$ cat src/rtl/pwrup_seq_pkg.sv
package pwrup_seq_pkg;

    typedef enum logic [1:0] {
        OSC_RC = 2'd0,
        OSC_LP = 2'd1,
        OSC_XT = 2'd2,
        OSC_HS = 2'd3
    } osc_mode_e;

    typedef enum logic [1:0] {
        TMR_IDLE  = 2'd0,
        TMR_COUNT = 2'd1,
        TMR_DONE  = 2'd2
    } tmr_state_e;

    typedef struct packed {
        logic mclr_ok;
        logic pwrt_done;
        logic ost_done;
    } seq_status_t;

    // Crystal and resonator modes need the start-up wait; RC mode does not.
    function automatic logic mode_needs_ost(input osc_mode_e m);
        return m != OSC_RC;
    endfunction

    function automatic logic status_all_ok(input seq_status_t s);
        return s.mclr_ok & s.pwrt_done & s.ost_done;
    endfunction

endpackage

$ cat src/rtl/seq_sync.sv
module seq_sync #(
    parameter int unsigned STAGES = 2
) (
    input  logic clk,
    input  logic clr_i,
    input  logic d_i,
    output logic q_o
);
    logic [STAGES-1:0] sh_q;

    generate
        if (STAGES == 1) begin : g_single
            always_ff @(posedge clk) begin
                if (clr_i) sh_q <= '0;
                else       sh_q <= d_i;
            end
        end else begin : g_chain
            always_ff @(posedge clk) begin
                if (clr_i) sh_q <= '0;
                else       sh_q <= {sh_q[STAGES-2:0], d_i};
            end
        end
    endgenerate

    assign q_o = sh_q[STAGES-1];
endmodule

$ cat src/rtl/seq_tick_timer.sv
module seq_tick_timer
    import pwrup_seq_pkg::*;
#(
    parameter int unsigned COUNT = 1024
) (
    input  logic clk,
    input  logic clr_i,
    input  logic arm_i,
    input  logic bypass_i,
    input  logic restart_i,
    input  logic tick_i,
    output logic done_o
);
    localparam int unsigned CW = (COUNT > 1) ? $clog2(COUNT) : 1;
    localparam logic [CW-1:0] LAST = CW'(COUNT - 1);

    tmr_state_e    st_q, st_d;
    logic [CW-1:0] cnt_q, cnt_d;

    always_comb begin
        st_d  = st_q;
        cnt_d = cnt_q;
        if (st_q != TMR_DONE && arm_i) begin
            if (bypass_i) begin
                st_d  = TMR_DONE;
                cnt_d = '0;
            end else begin
                st_d = TMR_COUNT;
                if (tick_i) begin
                    if (cnt_q == LAST) begin
                        st_d  = TMR_DONE;
                        cnt_d = '0;
                    end else begin
                        cnt_d = cnt_q + 1'b1;
                    end
                end
            end
        end
    end

    always_ff @(posedge clk) begin
        if (clr_i || restart_i) begin
            st_q  <= TMR_IDLE;
            cnt_q <= '0;
        end else begin
            st_q  <= st_d;
            cnt_q <= cnt_d;
        end
    end

    assign done_o = (st_q == TMR_DONE);
endmodule

$ cat src/rtl/pwrup_reset_seq.sv
module pwrup_reset_seq
    import pwrup_seq_pkg::*;
#(
    parameter int unsigned PWRT_TICKS  = 72,
    parameter int unsigned OST_CYCLES  = 1024,
    parameter int unsigned SYNC_STAGES = 2
) (
    input  logic       clk,
    input  logic       por_i,
    input  logic       mclr_n_i,
    input  logic       wake_i,
    input  logic [1:0] osc_mode_i,
    input  logic       pwrt_dis_i,
    input  logic       rc_tick_i,
    input  logic       osc_tick_i,
    output logic       rst_o,
    output logic       pwrt_done_o,
    output logic       ost_done_o
);
    osc_mode_e   mode;
    seq_status_t stat;
    logic        crystal;
    logic        rst_q;

    assign mode    = osc_mode_e'(osc_mode_i);
    assign crystal = mode_needs_ost(mode);

    seq_sync #(.STAGES(SYNC_STAGES)) u_mclr_sync (
        .clk   (clk),
        .clr_i (por_i),
        .d_i   (mclr_n_i),
        .q_o   (stat.mclr_ok)
    );

    // Power-up delay: armed as soon as the power-on pulse is over.
    seq_tick_timer #(.COUNT(PWRT_TICKS)) u_pwrt (
        .clk       (clk),
        .clr_i     (por_i),
        .arm_i     (1'b1),
        .bypass_i  (pwrt_dis_i),
        .restart_i (1'b0),
        .tick_i    (rc_tick_i),
        .done_o    (stat.pwrt_done)
    );

    // Oscillator start-up delay: armed by the end of the power-up delay,
    // restarted by a wake event in crystal modes.
    seq_tick_timer #(.COUNT(OST_CYCLES)) u_ost (
        .clk       (clk),
        .clr_i     (por_i),
        .arm_i     (stat.pwrt_done),
        .bypass_i  (~crystal),
        .restart_i (wake_i & crystal),
        .tick_i    (osc_tick_i),
        .done_o    (stat.ost_done)
    );

    always_ff @(posedge clk) begin
        if (por_i) rst_q <= 1'b1;
        else       rst_q <= ~status_all_ok(stat);
    end

    assign rst_o       = rst_q;
    assign pwrt_done_o = stat.pwrt_done;
    assign ost_done_o  = stat.ost_done;
endmodule

$ cat config.mk
export PLATFORM = sky130hd
export DESIGN_NAME = pwrup_reset_seq
export DESIGN_NICKNAME = d
export VERILOG_FILES = /design/src/rtl/pwrup_seq_pkg.sv /design/src/rtl/seq_sync.sv /design/src/rtl/seq_tick_timer.sv /design/src/rtl/pwrup_reset_seq.sv
export SDC_FILE = /design/constraint.sdc
export NUM_CORES = 1
export LEC_CHECK = 0
export CAP_MARGIN = 5
export CELL_PAD_IN_SITES_DETAIL_PLACEMENT = 2
export CELL_PAD_IN_SITES_GLOBAL_PLACEMENT = 2
export CORE_MARGIN = 5
export CORE_UTILIZATION = 31
export DETAILED_ROUTE_END_ITERATION = 12
export GPL_ROUTABILITY_DRIVEN = 0
export HOLD_SLACK_MARGIN = 0.03
export PLACE_DENSITY_LB_ADDON = 0.1
export SLEW_MARGIN = 10
export SYNTH_ARGS = -nofsm -noshare
export SYNTH_HDL_FRONTEND = slang
export SYNTH_SLANG_ARGS = --single-unit
$ cat constraint.sdc
create_clock -name clk -period 1.33 [get_ports clk]
set_input_delay 0.133 -clock clk [delete_from_list [all_inputs] [get_ports clk]]
set_output_delay 0.133 -clock clk [all_outputs]
set_load 0.005 [all_outputs]
Word-level counts from Yosys, hierarchy flattened --
Cells that the tools add are included.
Word-level totals: register bits after elaboration 24, input port bits 9, output and inout bits 3, logic and storage cells 37
Operators by class: add/subtract/negate cells 2, eq/ne operators 7, mux-type cells 12, bitwise gates (word level) 4, reductions and logical operators 6
Operator list (count):
- $mux W10 | 3
- $mux W7 | 3
- $mux W2 | 6
- $add A10 B1 Y10 const B | 1
- $eq A10 B10 Y1 const B | 1
- $add A7 B1 Y7 const B | 1
- $eq A7 B7 Y1 const B | 1
- $ne A2 B2 Y1 const B | 3
- $eq A2 B2 Y1 const B | 2
- $reduce_and A2 Y1 | 2
- $reduce_bool A2 Y1 | 2
- $and A1 B1 Y1 | 3
- $logic_and A1 B1 Y1 | 1
- $logic_or A1 B1 Y1 | 1
- $not A1 Y1 | 1

Depth between registers and ports, before layout --
word-level depth 4, mapped depth 6, depth with buffers taken out 5

Modules after synthesis --
A second synthesis with hierarchy kept.
Unflattened totals: cells, all modules 134, area, all modules 1166.1 sq um
Modules (own cells, without submodules):
- seq_tick_timer at u_ost | times used 1, cells each 75, area an instance 628.1 sq um, seq. area each 240.2 sq um
- seq_tick_timer at u_pwrt | times used 1, cells each 49, area an instance 437.9 sq um, seq. area each 180.2 sq um
- seq_sync | times used 1, cells each 4, area an instance 52.6 sq um, seq. area each 40.0 sq um
- pwrup_reset_seq | times used 1, cells each 6, area an instance 47.5 sq um, seq. area each 20.0 sq um

Least setup slack after synthesis --
OpenSTA, ideal clock, no wires.
kind reg2reg, start point register u_ost.st_q[0], end point register u_ost.cnt_q[9], library setup time 0.070 ns, arrival 1.335 ns, data required time 1.260 ns, slack -0.074 ns, cell stages (with the launch flop) 7, period minus slack after synthesis 1.404 ns, cells stage by stage dfxtp_1 > nand2b_1 > buf_6 > nand3_4 > buf_6 > or4b_1 > a21oi_1
On the way: cells in the longest elaborated chain, start to end 3
Ends and longest elaborated chain:
- start: declaration | line seq_tick_timer.sv:17 | tmr_state_e st_q, st_d;
- start signal: assignment | line seq_tick_timer.sv:46 | st_q <= st_d;
- $ne A2 B2 Y1 | line seq_tick_timer.sv:23 | if (st_q != TMR_DONE && arm_i) begin
- $logic_and A1 B1 Y1 | line seq_tick_timer.sv:23
- $reduce_and A2 Y1 (no source line)
- end signal: assignment | line seq_tick_timer.sv:47 | cnt_q <= cnt_d;
- end: declaration | line seq_tick_timer.sv:18 | logic [CW-1:0] cnt_q, cnt_d;
Every way passes these cells. A chain may end at the register's enable or synchronous reset.

Final worst setup path --
start point register u_pwrt.st_q[0], end point register u_ost.cnt_q[5]
On the way: cells in the longest elaborated chain, start to end 3
Ends and longest elaborated chain:
- start: declaration | line seq_tick_timer.sv:17
- start signal: assignment | line seq_tick_timer.sv:46
- $eq A2 B2 Y1 | line seq_tick_timer.sv:51 | assign done_o = (st_q == TMR_DONE);
- $logic_and A1 B1 Y1 | line seq_tick_timer.sv:23
- $reduce_and A2 Y1 (no source line)
Every way passes these cells.

==> metrics.md <==
| Metric | Value |
|---|---|
| Slew HR | `0.817` |
| Routed length per instance | `a little over 20 µm` |
| Final Skew | `~13 ps` |
| Critical path peak fanout | `7` |
| Synth Area in Simple Gates | `0.277` |
| Adder-Cell Fraction of Synth Area | `0.0209` |
| Antenna Diode Count | `0` |
| Final Critical Period | `1510 ps` |
| Final Hold Fails | `0` |
| Top Metal Used | `met4` |
| Critical Path Start | `u_pwrt.st_q[0]` |
| Largest net degree at the start of global routing | `14` |
| Worst-skew pair later-pin latency | `about 270 ps` |
| Min-delay src | `u_mclr_sync.sh_q[1]` |
| Worst-margin pin slew | `271 ps` |
| Synth Area in Compound Gates | `0.199` |
| DR iter-0 viols | `29` |
| Post-DP HPWL | `between 2000 and 3000 µm` |
| Max H-tree Level | `1` |
| Vias | `between 1,000 and 1,500` |
| Post-synthesis cell count | `between 100 and 150` |
| Outcome | `complete, but fails checks` |
| Share of cells above drive strength 1 | `0.580` |
| Core footprint | `approximately 3700 µm²` |
| Violated checks | `setup timing` |
| Die extent in y | `approximately 70 µm` |
| Die Area | `about 5200 µm²` |
| Share of the synthesized area in the top cell type | `0.402` |
| Layout area overhead | `70.8%` |
| Filler Cells Inserted | `slightly below 400` |
| Final nets | `about 200` |
| WL final | `around 5000 µm` |
| Data arrival time of the worst path | `about 1700 ps` |
| Met2 WL | `~2700 µm` |
| Met1 WL | `between 2000 and 2500 µm` |
| Crit. End Element | `flop` |
| Post-Route Utilization | `0.553` |
| Async SR Flop Fraction | `0` |
| Maxcap violations | `0` |
| Post-place setup slack | `-391 ps` |
| Final WS setup | `-183 ps` |
| Synth top area cells | `dfxtp_1 (40%), nor2_1 (5.3%), a21oi_1 (4.2%)` |
| Antenna violations before repair | `0` |
| Largest family of logic cells by synthesized area | `simple AND/OR/NAND/NOR gates` |
| GRT Overall Usage | `0.195` |
| Largest area contributor in the netlist | `dfxtp_1` |
| Worst-path clk slew | `80 ps` |
| Sequential area share after synthesis | `0.402` |
| Total Power | `around 1.6 mW` |
| Total gr overflow | `0` |
| Starting Density | `0.324` |
| Vias/cell | `5.28` |
| Worst vdd ir | `around 0.33 mV` |
| Vias in the first global route | `1,485` |
| RSZ-0062 raised after global routing | `yes` |
| Final setup viols | `17` |
| Drt pass-1 iters | `4` |
| Yosys cell types | `43` |
| Yosys reg bits | `24` |
| Post-synth top flop | `dfxtp_1` |
| Mux share of post-synthesis cell area | `0` |
| Leakage | `roughly 0.73 nW` |
| CTS tree | `done` |
| Top cells by count, synth | `dfxtp_1 (24), nor2_1 (17), a21oi_1 (10)` |
| Mapped cell area | `around 1200 µm²` |
| Syn Nets | `about 140` |
| Post-Synth XOR/XNOR Area | `0.0586` |
| Synthesized area per cell | `9.19 µm²` |
| # rows | `22` |
| Met3 wire len | `73 µm` |
| Die Wd | `72.1 µm` |
| Final Cycle Share | `1.14` |
| CP startpoint kind | `flop` |
| Setup TNS | `-1910 ps` |
| Clk Tree Root Cell | `clkbuf_8` |
| Routed Antenna Nets | `0` |
| Maximum clock frequency | `between 600 and 700 MHz` |
| Final hold slack | `approximately 390 ps` |
| PortBufs | `11` |
| Ys Warns | `0` |
| Worst Hold Class | `reg2reg` |
| Num CTS Buffers | `3` |
| Worst setup path category | `reg2reg` |
| IO Pins | `12` |
| Slew Limit Fails | `0` |
| Global-route wire length before repair | `between 7000 and 8000 µm` |
| Count leader, synth | `dfxtp_1` |
| CP required | `about 1500 ps` |
| Drc violations | `0` |
| Number of synthesized flops with an enable pin | `0` |
| Max Root-Sink Buffers | `2` |
| PwrDens | `a little under 800 nW/µm²` |
| RR Startpoint | `u_pwrt.st_q[0]` |
| Clock Sinks | `24` |
[critical path: stages, from the launching register on]
cell	delay (ps)
dfxtp_2	320
and2b_4	240
buf_6	120
nand3_4	100
buf_4	160
buf_4	130
o31ai_2	230
a21oi_1	100
[registers in the layout, indices dropped and copies added, names as in the netlist]
name	cells
rst_o	1
u_mclr_sync.sh_q	2
u_ost.cnt_q	10
u_ost.st_q	2
u_pwrt.cnt_q	7
u_pwrt.st_q	2
[power breakdown]
part / switching, mW / internal (mW)
Combinational: 0.167 / 0.164
Sequential: 0.0108 / 0.738
Clock: 0.240 / 0.264
[placed cells by master (no fill, tap or decap), types with 2 or more instances in the layout]
| cell type | instances |
|---|---|
| a21oi_1 | 3 |
| a21oi_2 | 7 |
| and4_4 | 3 |
| buf_4 | 48 |
| buf_6 | 5 |
| clkbuf_8 | 4 |
| clkdlybuf4s50_1 | 8 |
| dfxtp_1 | 13 |
| dfxtp_2 | 11 |
| dlygate4sd2_1 | 2 |
| inv_1 | 4 |
| nand2_1 | 8 |
| nand3_1 | 5 |
| nand4_1 | 4 |
| nor2_1 | 11 |
| nor2_2 | 4 |
| nor2_4 | 2 |
| nor2b_1 | 2 |
| nor3_1 | 2 |
| nor4_4 | 2 |
| nor4b_4 | 2 |
| o21ai_0 | 2 |
| o21ai_1 | 2 |
| o31ai_2 | 4 |
| xnor2_1 | 5 |
| xor2_2 | 3 |
[kinds of logic (layout without fill, tap and decap cells)]
kind of cell               after synthesis  count (layout)
AOI/OAI and AO/OA                       31              31
and+or+nand+nor                         57              57
DFF                                     24              24
adders and majority gates                2               2
buffers and inverters                    8              71
xor gates and xnor gates                 8               8
[path summary, 6_finish.rpt]
| check | endpoint | slack (ps) | depth (start not counted) |
|---|---|---|---|
| max | u_ost.cnt_q[5] | -180 | 7 |
| min reg2reg | rst_o | 390 | 1 |
| min | rst_o | 390 | 1 |
| max reg2reg | u_ost.cnt_q[5] | -180 | 7 |
[layout make-up]
class	instances	area (µm²)	area share
inverter	4	15.0	0.00736
tap	48	60.1	0.0294
sequential	24	494	0.242
timing repair buffer	63	514	0.252
clock buffer	4	55.1	0.0270
multi-input combinational	98	902	0.442
[per-layer routing]
metal	global-route usage	vias to the layer above
li1	-	602
met2	0.361	17
met3	0.0235	8
met5	0	-
met1	0.232	646
met4	0.0585	0
[per-stage QoR]
| stage | std cells | instance area [µm²] |
|---|---|---|
| after floorplan | 130 | 1210 |
| after global placement | 227 | 1660 |
| after detailed placement | 227 | 1660 |
| after CTS | 242 | 1900 |
| after global routing | 241 | 2040 |
| final | 241 | 2040 |
[what timing repair did]
action | in CTS | in global routing
pin swaps | 20 | 14
hold buffers | 0 | 0
setup buffers | 11 | 2
endpoints found under the setup margin | 21 | 22
gates cloned | 0 | 0
resized for setup | 33 | 32
No activity file was read; power rests on OpenSTA's default activity.
